--- src/rtl/pcmp_pkg.sv ---
package pcmp_pkg;

    localparam int unsigned DATA_W    = 64;
    localparam int unsigned HALF_W    = DATA_W / 2;
    localparam int unsigned MIN_LANE  = 8;
    localparam int unsigned MAX_LANES = DATA_W / MIN_LANE;
    localparam int unsigned NUM_WIDTHS = 3;

    typedef enum logic [1:0] {
        LW_8   = 2'd0,
        LW_16  = 2'd1,
        LW_32  = 2'd2,
        LW_32X = 2'd3
    } lane_w_e;

    typedef enum logic [2:0] {
        OP_EQ   = 3'd0,
        OP_NE   = 3'd1,
        OP_SGT  = 3'd2,
        OP_SLE  = 3'd3,
        OP_UGT  = 3'd4,
        OP_ULE  = 3'd5,
        OP_DEQ  = 3'd6,
        OP_URNG = 3'd7
    } cmp_op_e;

    typedef struct packed {
        logic [DATA_W-1:0] a;
        logic [DATA_W-1:0] b;
        lane_w_e           lane;
        cmp_op_e           op;
    } cmp_req_t;

    // Index of the width bank (0: 8-bit, 1: 16-bit, 2: 32-bit)
    function automatic logic [1:0] bank_index(lane_w_e lw);
        return (lw == LW_32X) ? 2'd2 : 2'(lw);
    endfunction

    // Number of mask bits produced for a lane width
    function automatic logic [3:0] mask_width(lane_w_e lw);
        case (lw)
            LW_8:    return 4'd8;
            LW_16:   return 4'd4;
            default: return 4'd2;
        endcase
    endfunction

endpackage

--- src/rtl/pcmp_width_bank.sv ---
module pcmp_width_bank
    import pcmp_pkg::*;
#(
    parameter int unsigned LANE_W = 8
) (
    input  cmp_req_t              req,
    output logic [MAX_LANES-1:0]  mask
);
    localparam int unsigned LANES = DATA_W / LANE_W;

    logic [DATA_W-1:0] rep_hi;
    logic [DATA_W-1:0] rep_lo;

    assign rep_hi = {req.b[DATA_W-1:HALF_W], req.b[DATA_W-1:HALF_W]};
    assign rep_lo = {req.b[HALF_W-1:0], req.b[HALF_W-1:0]};

    genvar i;
    generate
        for (i = 0; i < LANES; i++) begin : g_lane
            logic [LANE_W-1:0] x, y, lb, hb;
            logic eq_y, ugt_y, sgt_y, hit;

            assign x  = req.a[i*LANE_W +: LANE_W];
            assign y  = req.b[i*LANE_W +: LANE_W];
            assign lb = rep_hi[i*LANE_W +: LANE_W];
            assign hb = rep_lo[i*LANE_W +: LANE_W];

            assign eq_y  = (x == y);
            assign ugt_y = (x > y);
            assign sgt_y = ($signed(x) > $signed(y));

            always_comb begin
                case (req.op)
                    OP_EQ:   hit = eq_y;
                    OP_NE:   hit = !eq_y;
                    OP_SGT:  hit = sgt_y;
                    OP_SLE:  hit = !sgt_y;
                    OP_UGT:  hit = ugt_y;
                    OP_ULE:  hit = !ugt_y;
                    OP_DEQ:  hit = (x == lb) || (x == hb);
                    default: hit = (x >= lb) && (x <= hb);
                endcase
            end

            assign mask[i] = hit;
        end

        if (LANES < MAX_LANES) begin : g_pad
            assign mask[MAX_LANES-1:LANES] = '0;
        end
    endgenerate

endmodule

--- src/rtl/pcmp_mask_shift.sv ---
module pcmp_mask_shift
    import pcmp_pkg::*;
#(
    parameter int unsigned SHIFT_W = 6
) (
    input  logic [MAX_LANES-1:0] mask,
    input  lane_w_e              lane,
    input  logic [SHIFT_W-1:0]   shamt,
    output logic [DATA_W-1:0]    shifted
);
    localparam int unsigned AMT_W = SHIFT_W + 4;

    logic [AMT_W-1:0]  amount;
    logic [DATA_W-1:0] wide;

    assign amount  = AMT_W'(shamt) * AMT_W'(mask_width(lane));
    assign wide    = DATA_W'(mask);
    assign shifted = (amount >= AMT_W'(DATA_W)) ? '0 : (wide << amount);

endmodule

--- src/rtl/lane_cmp_shift.sv ---
module lane_cmp_shift
    import pcmp_pkg::*;
#(
    parameter int unsigned SHIFT_W = 6
) (
    input  logic               clk,
    input  logic               rst,
    input  logic               in_valid,
    input  logic [63:0]        src_a,
    input  logic [63:0]        src_b,
    input  logic [1:0]         lane_sel,
    input  logic [2:0]         op_sel,
    input  logic [SHIFT_W-1:0] shamt,
    output logic               out_valid,
    output logic [63:0]        result
);
    cmp_req_t              req;
    logic [MAX_LANES-1:0]  bank_mask [NUM_WIDTHS];
    logic [MAX_LANES-1:0]  sel_mask;
    logic [DATA_W-1:0]     shifted;

    assign req.a    = src_a;
    assign req.b    = src_b;
    assign req.lane = lane_w_e'(lane_sel);
    assign req.op   = cmp_op_e'(op_sel);

    genvar k;
    generate
        for (k = 0; k < NUM_WIDTHS; k++) begin : g_bank
            pcmp_width_bank #(.LANE_W(MIN_LANE << k)) u_bank (
                .req  (req),
                .mask (bank_mask[k])
            );
        end
    endgenerate

    assign sel_mask = bank_mask[bank_index(req.lane)];

    pcmp_mask_shift #(.SHIFT_W(SHIFT_W)) u_shift (
        .mask    (sel_mask),
        .lane    (req.lane),
        .shamt   (shamt),
        .shifted (shifted)
    );

    always_ff @(posedge clk) begin
        if (rst) begin
            out_valid <= 1'b0;
            result    <= '0;
        end else begin
            out_valid <= in_valid;
            if (in_valid) begin
                result <= shifted;
            end
        end
    end

endmodule

--- config.mk ---
export PLATFORM = sky130hd
export DESIGN_NAME = lane_cmp_shift
export DESIGN_NICKNAME = d
export VERILOG_FILES = /design/src/rtl/pcmp_pkg.sv /design/src/rtl/pcmp_width_bank.sv /design/src/rtl/pcmp_mask_shift.sv /design/src/rtl/lane_cmp_shift.sv
export SDC_FILE = /design/constraint.sdc
export NUM_CORES = 1
export LEC_CHECK = 0
export BUFFER_PORTS_ARGS = -buffer_cell sky130_fd_sc_hd__buf_2
export CAP_MARGIN = 0
export CORE_MARGIN = 5
export CORE_UTILIZATION = 60
export CTS_BUF_LIST = sky130_fd_sc_hd__clkbuf_16
export CTS_CLUSTER_DIAMETER = 60
export DETAILED_ROUTE_END_ITERATION = 8
export PLACE_DENSITY = 0.94
export SLEW_MARGIN = 20
export SYNTH_ARGS = -nofsm -noshare
export SYNTH_HDL_FRONTEND = slang
export SYNTH_SLANG_ARGS = --single-unit
--- constraint.sdc ---
create_clock -name clk -period 11.5 [get_ports clk]
set_input_delay 1.15 -clock clk [delete_from_list [all_inputs] [get_ports clk]]
set_output_delay 1.15 -clock clk [all_outputs]
set_load 0.02 [all_outputs]
=== Word level (Yosys, flattened, before mapping) ===
Index checks and enable logic that the tools add are counted.

* Bits in registers: 65
* Bits of input ports: 142
* Word-level logic and storage cells: 191

* Multipliers: 1
* Magnitude comparators: 58
* Equality and inequality tests: 36
* Shift-type cells: 1
* Multiplexer cells: 20
* Bitwise operators: 1
* Reductions and logical operators: 72

{| class="wikitable"
|+ Operator list
! operator !! number
|-
| $eq A16 B16 Y1 || 8
|-
| $eq A32 B32 Y1 || 4
|-
| $eq A8 B8 Y1 || 16
|-
| $gt A16 B16 Y1 || 8
|-
| $gt A32 B32 Y1 || 4
|-
| $gt A8 B8 Y1 || 16
|-
| $pmux W1 S7 || 14
|-
| $ge A16 B16 Y1 || 4
|-
| $ge A32 B32 Y1 || 2
|-
| $ge A8 B8 Y1 || 8
|-
| $le A16 B16 Y1 || 4
|-
| $le A32 B32 Y1 || 2
|-
| $le A8 B8 Y1 || 8
|-
| $mux W64 || 1
|-
| $shl A8 B10 Y64 || 1
|-
| $logic_not A1 Y1 || 42
|-
| $bmux W8 S2 || 1
|-
| $mux W8 || 2
|-
| $logic_and A1 B1 Y1 || 14
|-
| $logic_or A1 B1 Y1 || 14
|-
| $ge A10 B7 Y1 const B || 1
|-
| $mul A6 B4 Y10 || 1
|-
| $eq A3 B3 Y1 const B || 3
|-
| $pmux W4 S2 || 1
|-
| 9 further kinds || 10
|}

=== Depth between registers and ports, before layout ===
* Depth in word-level cells: 8
* Depth in mapped cells: 21
* Gate-level depth less buffers: 19

=== By module ===
From an unflattened synthesis, not the netlist that was laid out.

* Cells, all modules: 1900
* Area total of the unflattened synthesis: 14989.4 sq um

{| class="wikitable"
|+ Modules (own cells, without submodules)
! module !! times used !! cells an instance !! area each (sq um) !! sequential area each (sq um)
|-
| pcmp_width_bank at g_bank[0].u_bank || 1 || 520 || 3736.1 || 0.0
|-
| pcmp_width_bank at g_bank[1].u_bank || 1 || 472 || 3587.2 || 0.0
|-
| pcmp_width_bank at g_bank[2].u_bank || 1 || 445 || 3417.0 || 0.0
|-
| lane_cmp_shift || 1 || 234 || 2471.1 || 1301.2
|-
| pcmp_mask_shift || 1 || 229 || 1778.0 || 0.0
|}

=== Worst setup path before layout ===
No wires, ideal clock.

* Path kind: in2reg
* Start point: input lane_sel[0]
* End point: register result[37]
* Data arrival time: 5.197 ns
* Path slack: 6.233 ns
* Cell stages on the path: 20
* Path buffers: 1
* Path through: inv_1 -> nor2_1 -> clkbuf_1 -> nand2_1 -> fa_1 -> inv_1 -> ha_1 -> ha_1 -> inv_1 -> fa_1 -> nor2b_1 -> o21a_1 -> o211ai_1 -> a32oi_1 -> and3_1 -> nor3b_2 -> nor2b_1 -> nor3b_1 -> a21oi_1 -> a21oi_1

* Longest elaborated chain between the ends: 8
* Elaborated cells on any way between the ends: 13
* Classes of those cells: mul: 1; order compare: 1; eq/ne: 2; shift: 1; mux: 6; bitwise: 1; reduce/logical: 1

{| class="wikitable"
|+ RTL lines
! what !! line !! RTL
|-
| start, declared || lane_cmp_shift.sv:11 || <nowiki>input logic [1:0] lane_sel,</nowiki>
|-
| branches (longest 7 deep; another with $mul A6 B4 Y10) || n/a ||
|-
| $mux W64 (*) || pcmp_mask_shift.sv:18 || <nowiki>assign shifted = (amount >= AMT_W'(DATA_W)) ? '0 : (wide << amount);</nowiki>
|-
| end signal, assigned || lane_cmp_shift.sv:53 || <nowiki>result <= shifted;</nowiki>
|-
| end, declared || lane_cmp_shift.sv:15 || <nowiki>output logic [63:0] result</nowiki>
|}

Mark *: on every way between the ends. The select of a mux whose other input is x is not followed.
A chain may end at the register's enable or synchronous reset.

=== Final worst setup path ===
Same ends and word-level chain as after synthesis.

==> impl_metrics.json <==
{
  "outcome": "complete, no violations",
  "ff_latch_area_um2": 1300,
  "die_w_um": 129,
  "comb_power_share_pct": 39.1,
  "fillerInstances": 1063,
  "rr_startpoint": "result[33]",
  "viasPerCell": 6.61,
  "post_synth_inst_count": 1116,
  "synth_compound_gate_area_share_pct": 28.0,
  "drt-wirelength-per-cell_um": 19.0,
  "pin_count_of_the_biggest_net_entering_global_routing": 46,
  "power.share.switching_pct": 36.9,
  "max_clock_freq_mhz": 151,
  "cap_violations": 0,
  "rr_endpoint": "result[33]",
  "total_negative_setup_slack_ns": 0,
  "power.switching_mw": 0.302,
  "yosys.area_share.simple_pct": 23.4,
  "hold_buffers": 0,
  "clock_sinks": 65,
  "layout.cells.most_common": "buf_2",
  "startpoint_of_the_most_critical_hold_path": "result[31]",
  "synth_seq_cells": 65,
  "io_pins": 207,
  "worst_slew_pin_slew_ns": 1.06,
  "cts.repair.resized": 0,
  "nets_in_the_synthesized_netlist": 1416,
  "multi_input_area_um2": 6630,
  "synth-adder-area-share_pct": 23.7,
  "leakagePower_nw": 4.72,
  "critical_path.endpoint_type": "flop",
  "synth.yosys.warnings": 0,
  "synthesis.area_um2": 8490,
  "layout-drive-gt1-share_pct": 20.0,
  "crit_path_max_fanout": 11,
  "mean_syn_cell_area_um2": 7.60,
  "grt.total_usage_pct": 32.4,
  "synth.largest_area_cell": "ha_1",
  "max-slew-margin-rel_pct": 27.6,
  "yosys-mux-area-fraction_pct": 1.73,
  "chipHeight_um": 129,
  "cts_tree": "done",
  "grt_remaining_overflow": 0,
  "final.setup.worst_slack_ns": 4.89,
  "setup_viol": 0,
  "final_net_count": 1594,
  "pre_cts_slack_ns": 4.75,
  "area.growth.synth_to_final_pct": 16.5,
  "critical_path_arrival_ns": 6.86,
  "max-clock-path-buffers": 2,
  "worst_ep_required_time_ns": 11.75,
  "final.min_clock_period_ns": 6.61,
  "drtAntennaViolNets": 0,
  "final_max_slew_viols": 0,
  "finalHoldViolations": 0,
  "synth_edf_count": 0,
  "wire_length_of_the_first_global_routing_pass_mm": 44.8,
  "worst-r2r-cell-count": 3,
  "startpoint_types": "input port",
  "drt_iter0_drc": 1131,
  "routed-via-count": 9787,
  "timing.final.crit_share_pct": 57.5,
  "clock_tree.root_cell": "clkbuf_16",
  "floorplan.initialDensity_pct": 61.1,
  "drt-pass1-iter-count": 7,
  "share_seq_of_total_power_pct": 27.9,
  "most-common-layout-cells": "buf_2 (206), ha_1 (153), nand2_1 (108), a21oi_1 (104), inv_1 (98)",
  "route.final.wire_length_mm": 28.2,
  "power.density_cell_area_nw_per_um2": 82.7,
  "dieArea_um2": 16600,
  "placement_rows": 43,
  "vdd_drop_max_v": 0.0000724,
  "hpwl_after_dpl_mm": 21.9,
  "yosys.area_share.xor_xnor_pct": 1.24,
  "rsz0062_at_grt": "no",
  "synth-seq-area-share_pct": 15.3,
  "port_buffers": 206,
  "synthArstFlopShare_pct": 0,
  "grt_pass1_vias": 9405,
  "floorplan.core_area_um2": 13900,
  "detail_route.drc_violations": 0,
  "gp_congestion": 1.01,
  "p_clk_share_pct": 32.9,
  "initial_antenna_violation_count": 2,
  "yosys-top-cells-area": "ha_1 (23%), dfxtp_1 (15%), a21oi_1 (6.1%)",
  "number_of_buffers_inserted_during_clock_tree_synthesis": 9,
  "r2r_setup_slack_ns": 10.50,
  "yosysUniqueCellTypes": 90,
  "number_of_post_cts_setup_repair_buffers": 0,
  "ys.flop_type": "dfxtp_1",
  "synth_largest_type_area_fraction_pct": 22.6,
  "synth_top_family_by_area": "compound AO/OA/AOI/OAI gates",
  "power.internal_mw": 0.515,
  "worst-setup-path-type": "in -> reg",
  "clk_pin_slew_ns": 0.06,
  "critical_path.startpoint": "lane_sel[0]",
  "cts_h_tree_lvls": 3,
  "clk_latency_ns": 0.32,
  "crit_end": "result[37]",
  "worst_min_path_class": "reg -> reg",
  "fin_skew_ns": 0
}
==> state kept, by name, indices dropped and copies added (netlist names) <==
register and cells:
result 64, out_valid 1
==> cells in the mapped netlist, types with 5 or more instances <==
library cell / number
a211oi_1: 18
a21o_1: 11
a21oi_1: 104
a221oi_1: 10
a22o_1: 9
a22oi_1: 11
a31oi_1: 10
a32o_1: 6
a32oi_1: 6
and2_1: 9
and3_1: 12
and4_1: 5
clkbuf_1: 33
dfxtp_1: 65
fa_1: 5
ha_1: 153
inv_1: 98
mux2_2: 5
mux2i_1: 9
nand2_1: 108
nand2b_1: 10
nand3_1: 34
nand4_1: 35
nor2_1: 72
nor2b_1: 24
nor3_1: 13
nor3b_1: 6
nor4_1: 7
o211ai_1: 15
o21a_1: 13
o21ai_0: 61
o21bai_1: 5
o22ai_1: 15
o31ai_1: 5
or2_2: 7
or3_1: 11
xnor2_1: 10
==> worst max-delay path: stages <==
cell and delay (ns):
buf_2 0.16, inv_1 0.07, nor2_1 0.63, nand2_1 0.17
fa_1 0.54, inv_1 0.05, ha_1 0.27, ha_1 0.16
inv_1 0.05, fa_1 0.40, nor2b_1 0.18, o21a_1 0.14
o211ai_1 0.10, a32oi_1 0.67, and3_1 0.36, nor3b_2 0.62
nor2b_1 0.52, nor3b_1 0.32, a21oi_1 0.09, a21oi_1 0.18
==> power groups by stage <==
stage	clock [mW]	combinational (mW)	sequential (mW)
2_1_floorplan	0	0.212	0.235
3_3_place_gp	0	0.297	0.233
3_5_place_dp	0	0.307	0.233
4_1_cts	0.268	0.311	0.228
5_1_grt	0.280	0.351	0.228
6_report	0.269	0.320	0.228
==> per-layer routing <==
layer	global-route usage, %	vias up	part of all wire (%)
met5	0	-	0
met4	15.4	0	5.2
met3	5.52	155	11
met2	54.0	682	46
met1	40.7	4434	38
li1	-	4516	-
==> worst min-delay path by stage <==
stage,end,cells after the start
after global routing,result[30],1
final,result[31],2
after global placement,result[12],2
after floorplan,result[12],2
after CTS,result[1],2
after detailed placement,result[12],2
==> kinds of logic (layout without fill, tap and decap cells) <==
family	Yosys count	count (layout)
AO/OA/AOI/OAI	351	351
XOR/XNOR	12	12
adder cells (fa/ha/maj)	158	158
buffers and inverters	143	326
flip-flops	65	65
multiplexers	14	14
other	0	2
AND/OR/NAND/NOR	373	373
==> area by class of cell <==
| cell class | instances | area share, % |
|---|---|---|
| diodes | 2 | 0.0506 |
| clock buffers | 9 | 2.28 |
| clock inverters | 7 | 0.709 |
| inverters | 101 | 3.83 |
| multi-input cells | 908 | 67.0 |
| flip-flops and latches | 65 | 13.2 |
| well taps | 180 | 2.28 |
| repair buffers | 209 | 10.7 |
==> metrics by stage <==
step	hold slack (ns)	utilization, %	power, mW	instances	area (um2)
5_1_grt	0.472	71.2	0.859	1481	9890
4_1_cts	0.461	71.2	0.807	1479	9880
3_5_place_dp	0.442	69.1	0.540	1463	9590
2_1_floorplan	0.537	-	0.448	1116	8490
3_3_place_gp	0.435	69.1	0.530	1463	9590
6_report	0.457	71.2	0.817	1481	9890
Note: power is estimated with default switching activity, not from simulation.
